$ cat src/rtl/dma_pkg.sv
package dma_pkg;

  typedef enum logic [1:0] {
    SRC_CPU    = 2'd0,
    SRC_SMP    = 2'd1,
    SRC_SPR_RD = 2'd2,
    SRC_SPR_WR = 2'd3
  } src_e;

  typedef enum logic [2:0] {
    SP_IDLE,
    SP_WAIT,
    SP_ALIGN,
    SP_RD,
    SP_WR
  } spr_st_e;

  typedef enum logic [1:0] {
    SM_IDLE,
    SM_ARM,
    SM_STALL
  } smp_st_e;

endpackage

$ cat src/rtl/spr_dma_ctrl.sv
// Sprite page copier: waits for the CPU to halt, optionally spends one
// alignment cycle, then alternates read and port-write cycles.
module spr_dma_ctrl
  import dma_pkg::*;
#(
  parameter int ADDR_W = 16,
  parameter int PAGE_W = 8,
  parameter int DATA_W = 8
) (
  input  logic              clk,
  input  logic              rst_n,
  input  logic              trig,
  input  logic [PAGE_W-1:0] trig_data,
  input  logic              cpu_rd,
  input  logic              hold,
  input  logic [DATA_W-1:0] rd_data,
  output logic              busy,
  output logic              halted,
  output logic              rd_phase,
  output logic              wr_phase,
  output logic [ADDR_W-1:0] rd_addr,
  output logic [DATA_W-1:0] wr_data
);

  localparam int IDX_W = ADDR_W - PAGE_W;
  localparam logic [IDX_W-1:0] IDX_LAST = {IDX_W{1'b1}};

  spr_st_e           st_q, st_d;
  logic [PAGE_W-1:0] page_q, page_d;
  logic [IDX_W-1:0]  idx_q, idx_d;
  logic [DATA_W-1:0] lat_q, lat_d;
  logic              odd_q;

  always_comb begin
    st_d   = st_q;
    page_d = page_q;
    idx_d  = idx_q;
    lat_d  = lat_q;
    case (st_q)
      SP_IDLE: begin
        if (trig) begin
          st_d   = SP_WAIT;
          page_d = trig_data;
          idx_d  = '0;
        end
      end
      SP_WAIT: begin
        if (cpu_rd && !hold) st_d = odd_q ? SP_ALIGN : SP_RD;
      end
      SP_ALIGN: begin
        if (!hold) st_d = SP_RD;
      end
      SP_RD: begin
        if (!hold) begin
          lat_d = rd_data;
          st_d  = SP_WR;
        end
      end
      SP_WR: begin
        if (!hold) begin
          idx_d = idx_q + 1'b1;
          st_d  = (idx_q == IDX_LAST) ? SP_IDLE : SP_RD;
        end
      end
      default: st_d = SP_IDLE;
    endcase
  end

  always_ff @(posedge clk or negedge rst_n) begin
    if (!rst_n) begin
      st_q   <= SP_IDLE;
      page_q <= '0;
      idx_q  <= '0;
      lat_q  <= '0;
      odd_q  <= 1'b0;
    end else begin
      st_q   <= st_d;
      page_q <= page_d;
      idx_q  <= idx_d;
      lat_q  <= lat_d;
      odd_q  <= ~odd_q;
    end
  end

  assign busy     = (st_q != SP_IDLE);
  assign halted   = (st_q == SP_ALIGN) || (st_q == SP_RD) || (st_q == SP_WR);
  assign rd_phase = (st_q == SP_RD) && !hold;
  assign wr_phase = (st_q == SP_WR) && !hold;
  assign rd_addr  = {page_q, idx_q};
  assign wr_data  = lat_q;

endmodule

$ cat src/rtl/smp_dma_ctrl.sv
// Sample fetcher: delayed first fetch after enable, fixed dead-cycle
// stall per fetch, wrapping address counter.
module smp_dma_ctrl
  import dma_pkg::*;
#(
  parameter int          ADDR_W      = 16,
  parameter int          DATA_W      = 8,
  parameter int          BASE_W      = 8,
  parameter int          BASE_SHIFT  = 6,
  parameter logic [15:0] BASE_ADDR   = 16'hC000,
  parameter logic [15:0] WRAP_ADDR   = 16'h8000,
  parameter int          ARM_DELAY   = 2,
  parameter int          STALL_ARMED = 3,
  parameter int          STALL_REQ   = 4
) (
  input  logic              clk,
  input  logic              rst_n,
  input  logic              en_wr,
  input  logic              en_bit,
  input  logic [BASE_W-1:0] base,
  input  logic              req,
  input  logic              cpu_off,
  input  logic [DATA_W-1:0] rd_data,
  output logic              stall,
  output logic              fetch,
  output logic [ADDR_W-1:0] addr,
  output logic [DATA_W-1:0] data,
  output logic              valid
);

  localparam int MAX_A = (ARM_DELAY > STALL_ARMED) ? ARM_DELAY : STALL_ARMED;
  localparam int MAX_C = (MAX_A > STALL_REQ) ? MAX_A : STALL_REQ;
  localparam int CNT_W = $clog2(MAX_C + 1);
  localparam int PAD_W = ADDR_W - BASE_W - BASE_SHIFT;

  smp_st_e           st_q, st_d;
  logic [CNT_W-1:0]  cnt_q, cnt_d;
  logic              halt_q, halt_d;
  logic              act_q, act_d;
  logic [ADDR_W-1:0] addr_q, addr_d;
  logic [DATA_W-1:0] data_q, data_d;
  logic              val_q, val_d;
  logic [ADDR_W-1:0] base_off;
  logic              counted;

  assign base_off = {{PAD_W{1'b0}}, base, {BASE_SHIFT{1'b0}}};
  assign counted  = halt_q || cpu_off;

  always_comb begin
    st_d   = st_q;
    cnt_d  = cnt_q;
    halt_d = halt_q;
    act_d  = act_q;
    addr_d = addr_q;
    data_d = data_q;
    val_d  = 1'b0;
    fetch  = 1'b0;
    if (en_wr) begin
      act_d = en_bit;
      if (en_bit) begin
        addr_d = BASE_ADDR + base_off;
        st_d   = SM_ARM;
        cnt_d  = CNT_W'(ARM_DELAY);
      end else begin
        st_d = SM_IDLE;
      end
    end else begin
      case (st_q)
        SM_IDLE: begin
          if (req && act_q) begin
            st_d   = SM_STALL;
            cnt_d  = CNT_W'(STALL_REQ);
            halt_d = 1'b0;
          end
        end
        SM_ARM: begin
          if (cnt_q <= CNT_W'(1)) begin
            st_d   = SM_STALL;
            cnt_d  = CNT_W'(STALL_ARMED);
            halt_d = 1'b0;
          end else begin
            cnt_d = cnt_q - 1'b1;
          end
        end
        SM_STALL: begin
          if (counted) begin
            halt_d = 1'b1;
            if (cnt_q <= CNT_W'(1)) begin
              fetch  = 1'b1;
              data_d = rd_data;
              val_d  = 1'b1;
              addr_d = (addr_q == {ADDR_W{1'b1}}) ? WRAP_ADDR : addr_q + 1'b1;
              st_d   = SM_IDLE;
            end else begin
              cnt_d = cnt_q - 1'b1;
            end
          end
        end
        default: st_d = SM_IDLE;
      endcase
    end
  end

  always_ff @(posedge clk or negedge rst_n) begin
    if (!rst_n) begin
      st_q   <= SM_IDLE;
      cnt_q  <= '0;
      halt_q <= 1'b0;
      act_q  <= 1'b0;
      addr_q <= BASE_ADDR;
      data_q <= '0;
      val_q  <= 1'b0;
    end else begin
      st_q   <= st_d;
      cnt_q  <= cnt_d;
      halt_q <= halt_d;
      act_q  <= act_d;
      addr_q <= addr_d;
      data_q <= data_d;
      val_q  <= val_d;
    end
  end

  assign stall = (st_q == SM_STALL);
  assign addr  = addr_q;
  assign data  = data_q;
  assign valid = val_q;

endmodule

$ cat src/rtl/bus_src_mux.sv
// Four-way external bus source select.
module bus_src_mux
  import dma_pkg::*;
#(
  parameter int          ADDR_W    = 16,
  parameter int          DATA_W    = 8,
  parameter logic [15:0] PORT_ADDR = 16'h2004
) (
  input  src_e              sel,
  input  logic [ADDR_W-1:0] cpu_addr,
  input  logic [DATA_W-1:0] cpu_wdata,
  input  logic              cpu_we,
  input  logic [ADDR_W-1:0] smp_addr,
  input  logic [ADDR_W-1:0] spr_addr,
  input  logic [DATA_W-1:0] spr_wdata,
  output logic [ADDR_W-1:0] bus_addr,
  output logic [DATA_W-1:0] bus_wdata,
  output logic              bus_we
);

  always_comb begin
    bus_addr  = cpu_addr;
    bus_wdata = cpu_wdata;
    bus_we    = cpu_we;
    case (sel)
      SRC_SMP: begin
        bus_addr = smp_addr;
        bus_we   = 1'b0;
      end
      SRC_SPR_RD: begin
        bus_addr = spr_addr;
        bus_we   = 1'b0;
      end
      SRC_SPR_WR: begin
        bus_addr  = PORT_ADDR;
        bus_wdata = spr_wdata;
        bus_we    = 1'b1;
      end
      default: ;
    endcase
  end

endmodule

$ cat src/rtl/bus_dma_arbiter.sv
module bus_dma_arbiter
  import dma_pkg::*;
#(
  parameter int          ADDR_W      = 16,
  parameter int          DATA_W      = 8,
  parameter int          PAGE_W      = 8,
  parameter int          BASE_W      = 8,
  parameter int          BASE_SHIFT  = 6,
  parameter logic [15:0] TRIG_ADDR   = 16'h4014,
  parameter logic [15:0] SND_ADDR    = 16'h4015,
  parameter logic [15:0] PORT_ADDR   = 16'h2004,
  parameter logic [15:0] SMP_BASE    = 16'hC000,
  parameter logic [15:0] SMP_WRAP    = 16'h8000,
  parameter int          SND_EN_BIT  = 4,
  parameter int          ARM_DELAY   = 2,
  parameter int          STALL_ARMED = 3,
  parameter int          STALL_REQ   = 4
) (
  input  logic              clk,
  input  logic              rst_n,
  input  logic              phi1,
  input  logic [ADDR_W-1:0] cpu_addr,
  input  logic [DATA_W-1:0] cpu_wdata,
  input  logic              cpu_we,
  input  logic              cpu_rd,
  input  logic [DATA_W-1:0] mem_rdata,
  input  logic [BASE_W-1:0] smp_base,
  input  logic              smp_req,
  output logic              rdy,
  output logic [ADDR_W-1:0] ext_addr,
  output logic [DATA_W-1:0] ext_wdata,
  output logic              ext_we,
  output logic [1:0]        addr_src,
  output logic [DATA_W-1:0] smp_data,
  output logic              smp_valid
);

  // reset: asynchronous assert, synchronous release
  logic [1:0] rst_sync_q;
  logic       rst_i_n;

  always_ff @(posedge clk or negedge rst_n) begin
    if (!rst_n) rst_sync_q <= 2'b00;
    else        rst_sync_q <= {rst_sync_q[0], 1'b1};
  end
  assign rst_i_n = rst_sync_q[1];

  // write decode, qualified by the low first phase
  logic wr_ok, trig_hit, snd_hit;
  assign wr_ok    = cpu_we && !phi1;
  assign trig_hit = wr_ok && (cpu_addr == TRIG_ADDR);
  assign snd_hit  = wr_ok && (cpu_addr == SND_ADDR);

  logic              spr_busy, spr_halted, spr_rd, spr_wr;
  logic [ADDR_W-1:0] spr_addr;
  logic [DATA_W-1:0] spr_wdata;
  logic              smp_stall, smp_fetch;
  logic [ADDR_W-1:0] smp_addr;
  src_e              sel;

  spr_dma_ctrl #(
    .ADDR_W(ADDR_W), .PAGE_W(PAGE_W), .DATA_W(DATA_W)
  ) u_spr (
    .clk      (clk),
    .rst_n    (rst_i_n),
    .trig     (trig_hit),
    .trig_data(cpu_wdata[PAGE_W-1:0]),
    .cpu_rd   (cpu_rd),
    .hold     (smp_fetch),
    .rd_data  (mem_rdata),
    .busy     (spr_busy),
    .halted   (spr_halted),
    .rd_phase (spr_rd),
    .wr_phase (spr_wr),
    .rd_addr  (spr_addr),
    .wr_data  (spr_wdata)
  );

  smp_dma_ctrl #(
    .ADDR_W(ADDR_W), .DATA_W(DATA_W), .BASE_W(BASE_W), .BASE_SHIFT(BASE_SHIFT),
    .BASE_ADDR(SMP_BASE), .WRAP_ADDR(SMP_WRAP), .ARM_DELAY(ARM_DELAY),
    .STALL_ARMED(STALL_ARMED), .STALL_REQ(STALL_REQ)
  ) u_smp (
    .clk    (clk),
    .rst_n  (rst_i_n),
    .en_wr  (snd_hit),
    .en_bit (cpu_wdata[SND_EN_BIT]),
    .base   (smp_base),
    .req    (smp_req),
    .cpu_off(cpu_rd || spr_halted),
    .rd_data(mem_rdata),
    .stall  (smp_stall),
    .fetch  (smp_fetch),
    .addr   (smp_addr),
    .data   (smp_data),
    .valid  (smp_valid)
  );

  always_comb begin
    if (smp_fetch)   sel = SRC_SMP;
    else if (spr_rd) sel = SRC_SPR_RD;
    else if (spr_wr) sel = SRC_SPR_WR;
    else             sel = SRC_CPU;
  end

  bus_src_mux #(
    .ADDR_W(ADDR_W), .DATA_W(DATA_W), .PORT_ADDR(PORT_ADDR)
  ) u_mux (
    .sel      (sel),
    .cpu_addr (cpu_addr),
    .cpu_wdata(cpu_wdata),
    .cpu_we   (cpu_we),
    .smp_addr (smp_addr),
    .spr_addr (spr_addr),
    .spr_wdata(spr_wdata),
    .bus_addr (ext_addr),
    .bus_wdata(ext_wdata),
    .bus_we   (ext_we)
  );

  assign addr_src = sel;
  assign rdy      = !(spr_busy || trig_hit || smp_stall);

endmodule

$ cat config.mk
export PLATFORM = sky130hd
export DESIGN_NAME = bus_dma_arbiter
export DESIGN_NICKNAME = d
export VERILOG_FILES = /design/src/rtl/dma_pkg.sv /design/src/rtl/spr_dma_ctrl.sv /design/src/rtl/smp_dma_ctrl.sv /design/src/rtl/bus_src_mux.sv /design/src/rtl/bus_dma_arbiter.sv
export SDC_FILE = /design/constraint.sdc
export NUM_CORES = 1
export LEC_CHECK = 0
export ABC_AREA = 1
export BUFFER_PORTS_ARGS = -buffer_cell sky130_fd_sc_hd__buf_2
export CAP_MARGIN = 40
export CORE_MARGIN = 1.5
export CORE_UTILIZATION = 46
export CTS_CLUSTER_SIZE = 12
export DETAILED_ROUTE_END_ITERATION = 6
export PLACE_DENSITY = 0.65
export RECOVER_POWER = 100
export SYNTH_ARGS = -nofsm -noshare
export SYNTH_HDL_FRONTEND = slang
export SYNTH_SLANG_ARGS = --single-unit
$ cat constraint.sdc
create_clock -name clk -period 3.2 [get_ports clk]
set_clock_uncertainty 0.1 [all_clocks]
set_input_delay 0.8 -clock clk [delete_from_list [all_inputs] [get_ports clk]]
set_output_delay 0.8 -clock clk [all_outputs]
set_load 0.1 [all_outputs]
==> metrics.md <==
| Metric | Value |
|---|---|
| Htree depth | `3` |
| MaxCap Viol Count | `0` |
| Drt first-iter violations | `224` |
| Commonest non-fill, non-tap cell in the layout | `nand2_1` |
| Placed instance area | `5110 µm²` |
| Drt via density | `approximately 5.3` |
| Crit path DAT | `roughly 2.2 ns` |
| CTS tree | `yes` |
| Rows | `34` |
| Max clock buf depth | `2` |
| Global-route wire length before repair | `between 15000 and 20000 µm` |
| Die Span X | `96.7 µm` |
| GPL Wtd Cong | `between 0.9 and 1` |
| Post-route ant nets | `0` |
| Flop2flop setup slack | `~0.94 ns` |
| Leakage | `2.88 nW` |
| Netlist Area Pre-Place | `4040 µm²` |
| Slowest cell on the critical path | `nand3_4` |
| Total gr overflow | `0` |
| GR Util All Layers | `0.256` |
| DR pass1 iterations | `5` |
| Pwr/cell area | `1120 nW/µm²` |
| Reg-to-reg critical path startpoint | `rst_sync_q[1]$_DFF_PN0_` |
| Slew margin rel. | `0.0684` |
| Setup violators final | `0` |
| Die ar. | `9350 µm²` |
| Worst Setup EP | `ext_addr[7]` |
| Worst Setup SP | `cpu_addr[15]` |
| Die H | `96.7 µm` |
| Final hold violations | `0` |
| Final worst path period share | `0.982` |
| Depth of the worst register-to-register path | `1` |
| WL/cell | `14.6 µm` |
| CTS root buf | `clkbuf_8` |
| Syn-to-layout area delta | `35.9%` |
| DP Worst Slack | `-0.0914 ns` |
| Commonest cells after routing, fill and taps aside | `nand2_1, nand3_1, dfrtp_1` |
| Avg Inst Size Synth | `a little under 7 µm²` |
| R2r endpoint | `u_spr.st_q[0]$_DFFE_PN0P_` |
| Worst endpoint required time | `2.30 ns` |
| Fin worst setup slack | `0.0566 ns` |
| Crit path launch type | `primary input` |
| Worst Max-Slew Pin Slew | `1.40 ns` |
| Worst vdd ir | `between 0.7 and 0.8 mV` |
| Hold buffers post-CTS | `0` |
| Synth Register Bits | `just over 60` |
| Outcome | `finished clean` |
| I/O Buffers | `slightly above 80` |
| Share of cells above drive strength 1 | `0.247` |
| Hold Path Class | `in -> async` |
| Initial core utilization | `0.470` |
| CP endpoint kind | `output pin` |
| Initial antenna violation count | `0` |
| Clock slew at reported path FFs | `0.07 ns` |
| Cells after Synth | `592` |
| Vias | `4232` |
| Worst-skew pair later-pin latency | `0.34 ns` |
| Fin crit period | `3.14 ns` |
| Clock Sinks | `62` |
| Final max-slew violation count | `0` |
| Yosys warnings | `0` |
| Kind of critical path | `in -> out` |
| Syn Nets | `646` |
| Register area share after synthesis | `0.385` |
| Largest net degree at the start of global routing | `36` |
| Unique masters post-synth | `33` |
| Fin nets | `approximately 740` |
| # diodes | `0` |
| Post-layout instance area | `approximately 5500 µm²` |
| CP Max Fanout | `14` |
| Core footprint | `8590 µm²` |
| CTS buffer count | `9` |
| Worst-path cell chain | `buf_2 > nor2_4 > nand2_2 > nor2_4 > nand3_4 > nand3_4 > buf_12 > nand3_1 > nand3_2 > buf_12` |
| Residual DRC count | `0` |
| I/O Pins | `83` |
| Fmax | `0.318 GHz` |
| CP max stage delay | `approximately 0.19 ns` |
| Hpwl dp | `8600 µm` |
| WL final | `11700 µm` |
| Vias in the first global route | `4053` |
==> kinds of logic after synthesis <==
kind of cell | after synthesis | synth area share
compound gates | 49 | 0.0626
xor+xnor | 9 | 0.0195
flops | 62 | 0.385
buf+inv | 84 | 0.0873
fa+ha+maj | 8 | 0.0248
other cells | 1 | 0.000928
simple gates | 379 | 0.420
==> through the flow <==
stage          hold slack (ns)   util  std cells  power (mW)  setup TNS (ns)
2_1_floorplan            0.231      -        592        4.01               0
3_3_place_gp             0.112  0.595        778        5.20           -1.30
3_5_place_dp             0.116  0.595        778        5.23           -1.33
4_1_cts                  0.119  0.621        794        5.98               0
5_1_grt                  0.133  0.639        803        6.44          -0.156
6_report                 0.139  0.639        803        6.12               0
==> worst min path at each step <==
stage	start	endpoint	slack [ns]
floorplan	rst_sync_q[0]$_DFF_PN0_	rst_sync_q[1]$_DFF_PN0_	0.23
global placement	rst_sync_q[1]$_DFF_PN0_	u_smp.addr[8]$_DFFE_PN0P_	0.11
detailed placement	rst_sync_q[1]$_DFF_PN0_	u_smp.addr[8]$_DFFE_PN0P_	0.12
CTS	rst_sync_q[1]$_DFF_PN0_	u_smp.addr[8]$_DFFE_PN0P_	0.12
global route	rst_n	rst_sync_q[0]$_DFF_PN0_	0.13
finish	rst_n	rst_sync_q[1]$_DFF_PN0_	0.14
==> final cells by class <==
cell class                 count  area, µm²
clock buffer                  11        151
tap                          108        135
sequential                    62       1560
multi-input combinational    446       2270
fill                         790       3100
inverter                      61        233
clock inverter                 5       57.6
timing repair buffer         110       1090
==> synth_stat cells <==
cell,count,area share
nand2_1,202,0.19
nand3_1,88,0.11
dfrtp_1,60,0.37
inv_1,56,0.052
nor2_1,35,0.033
nand4_1,28,0.043
o21ai_0,23,0.028
o21ai_1,18,0.022
buf_2,9,0.011
ha_1,8,0.025
buf_4,7,0.013
clkbuf_1,7,0.0065
xor2_1,7,0.015
nor3_1,6,0.0074
a21oi_1,5,0.0062
inv_2,4,0.0037
nand2_2,4,0.0062
nor2_2,3,0.0046
nor2_4,3,0.0084
or2_2,3,0.0046
dfstp_2,2,0.013
o21bai_1,2,0.0037
xnor2_1,2,0.0043
clkinv_1,1,0.00093
conb_1,1,0.00093
nand2_4,1,0.0028
nand3_2,1,0.0025
nand3_4,1,0.0043
nand3b_1,1,0.0019
nor3b_1,1,0.0019
nor4_1,1,0.0015
o21a_1,1,0.0019
or2_0,1,0.0015
==> report_power, final <==
part / internal (mW) / leakage, nW / switching (mW)
Clock: 0.402 / 0.109 / 0.322
Sequential: 0.999 / 0.809 / 0.191
Combinational: 1.31 / 1.97 / 2.90
==> flip-flops by register name, summed over array words and instances, names as in the netlist <==
signal,count
u_spr.st_q,3
u_spr.odd_q,1
u_spr.idx_q,8
u_smp.cnt_q,3
u_smp.act_q,1
rst_sync_q,2
u_smp.halt_q,1
u_smp.st_q,2
u_spr.page_q,8
u_smp.data,8
u_smp.addr,16
u_smp.valid,1
u_spr.wr_data,8
==> worst max-delay path: cells and delay by family <==
family | cells | cell delay (ns)
simple gates | 7 | 0.96
buf+inv | 3 | 0.47
==> metal layers <==
metal  up-vias  global-route usage  share of wire
met4         0              0.0792          0.015
met2       130               0.426           0.49
li1       2115                   -              -
met1      1973               0.344           0.44
met5         -                   0              0
met3        14              0.0383          0.058
==> repair_timing <==
action / CTS / global route
pin swaps: 2 / 8
buffers inserted: 0 / 7
gates resized for setup: 4 / 14
endpoints found under the hold margin: 0 / 0
setup endpoints to repair: 25 / 26
cloned: 0 / 2
Note: power is estimated with default switching activity, not from simulation.
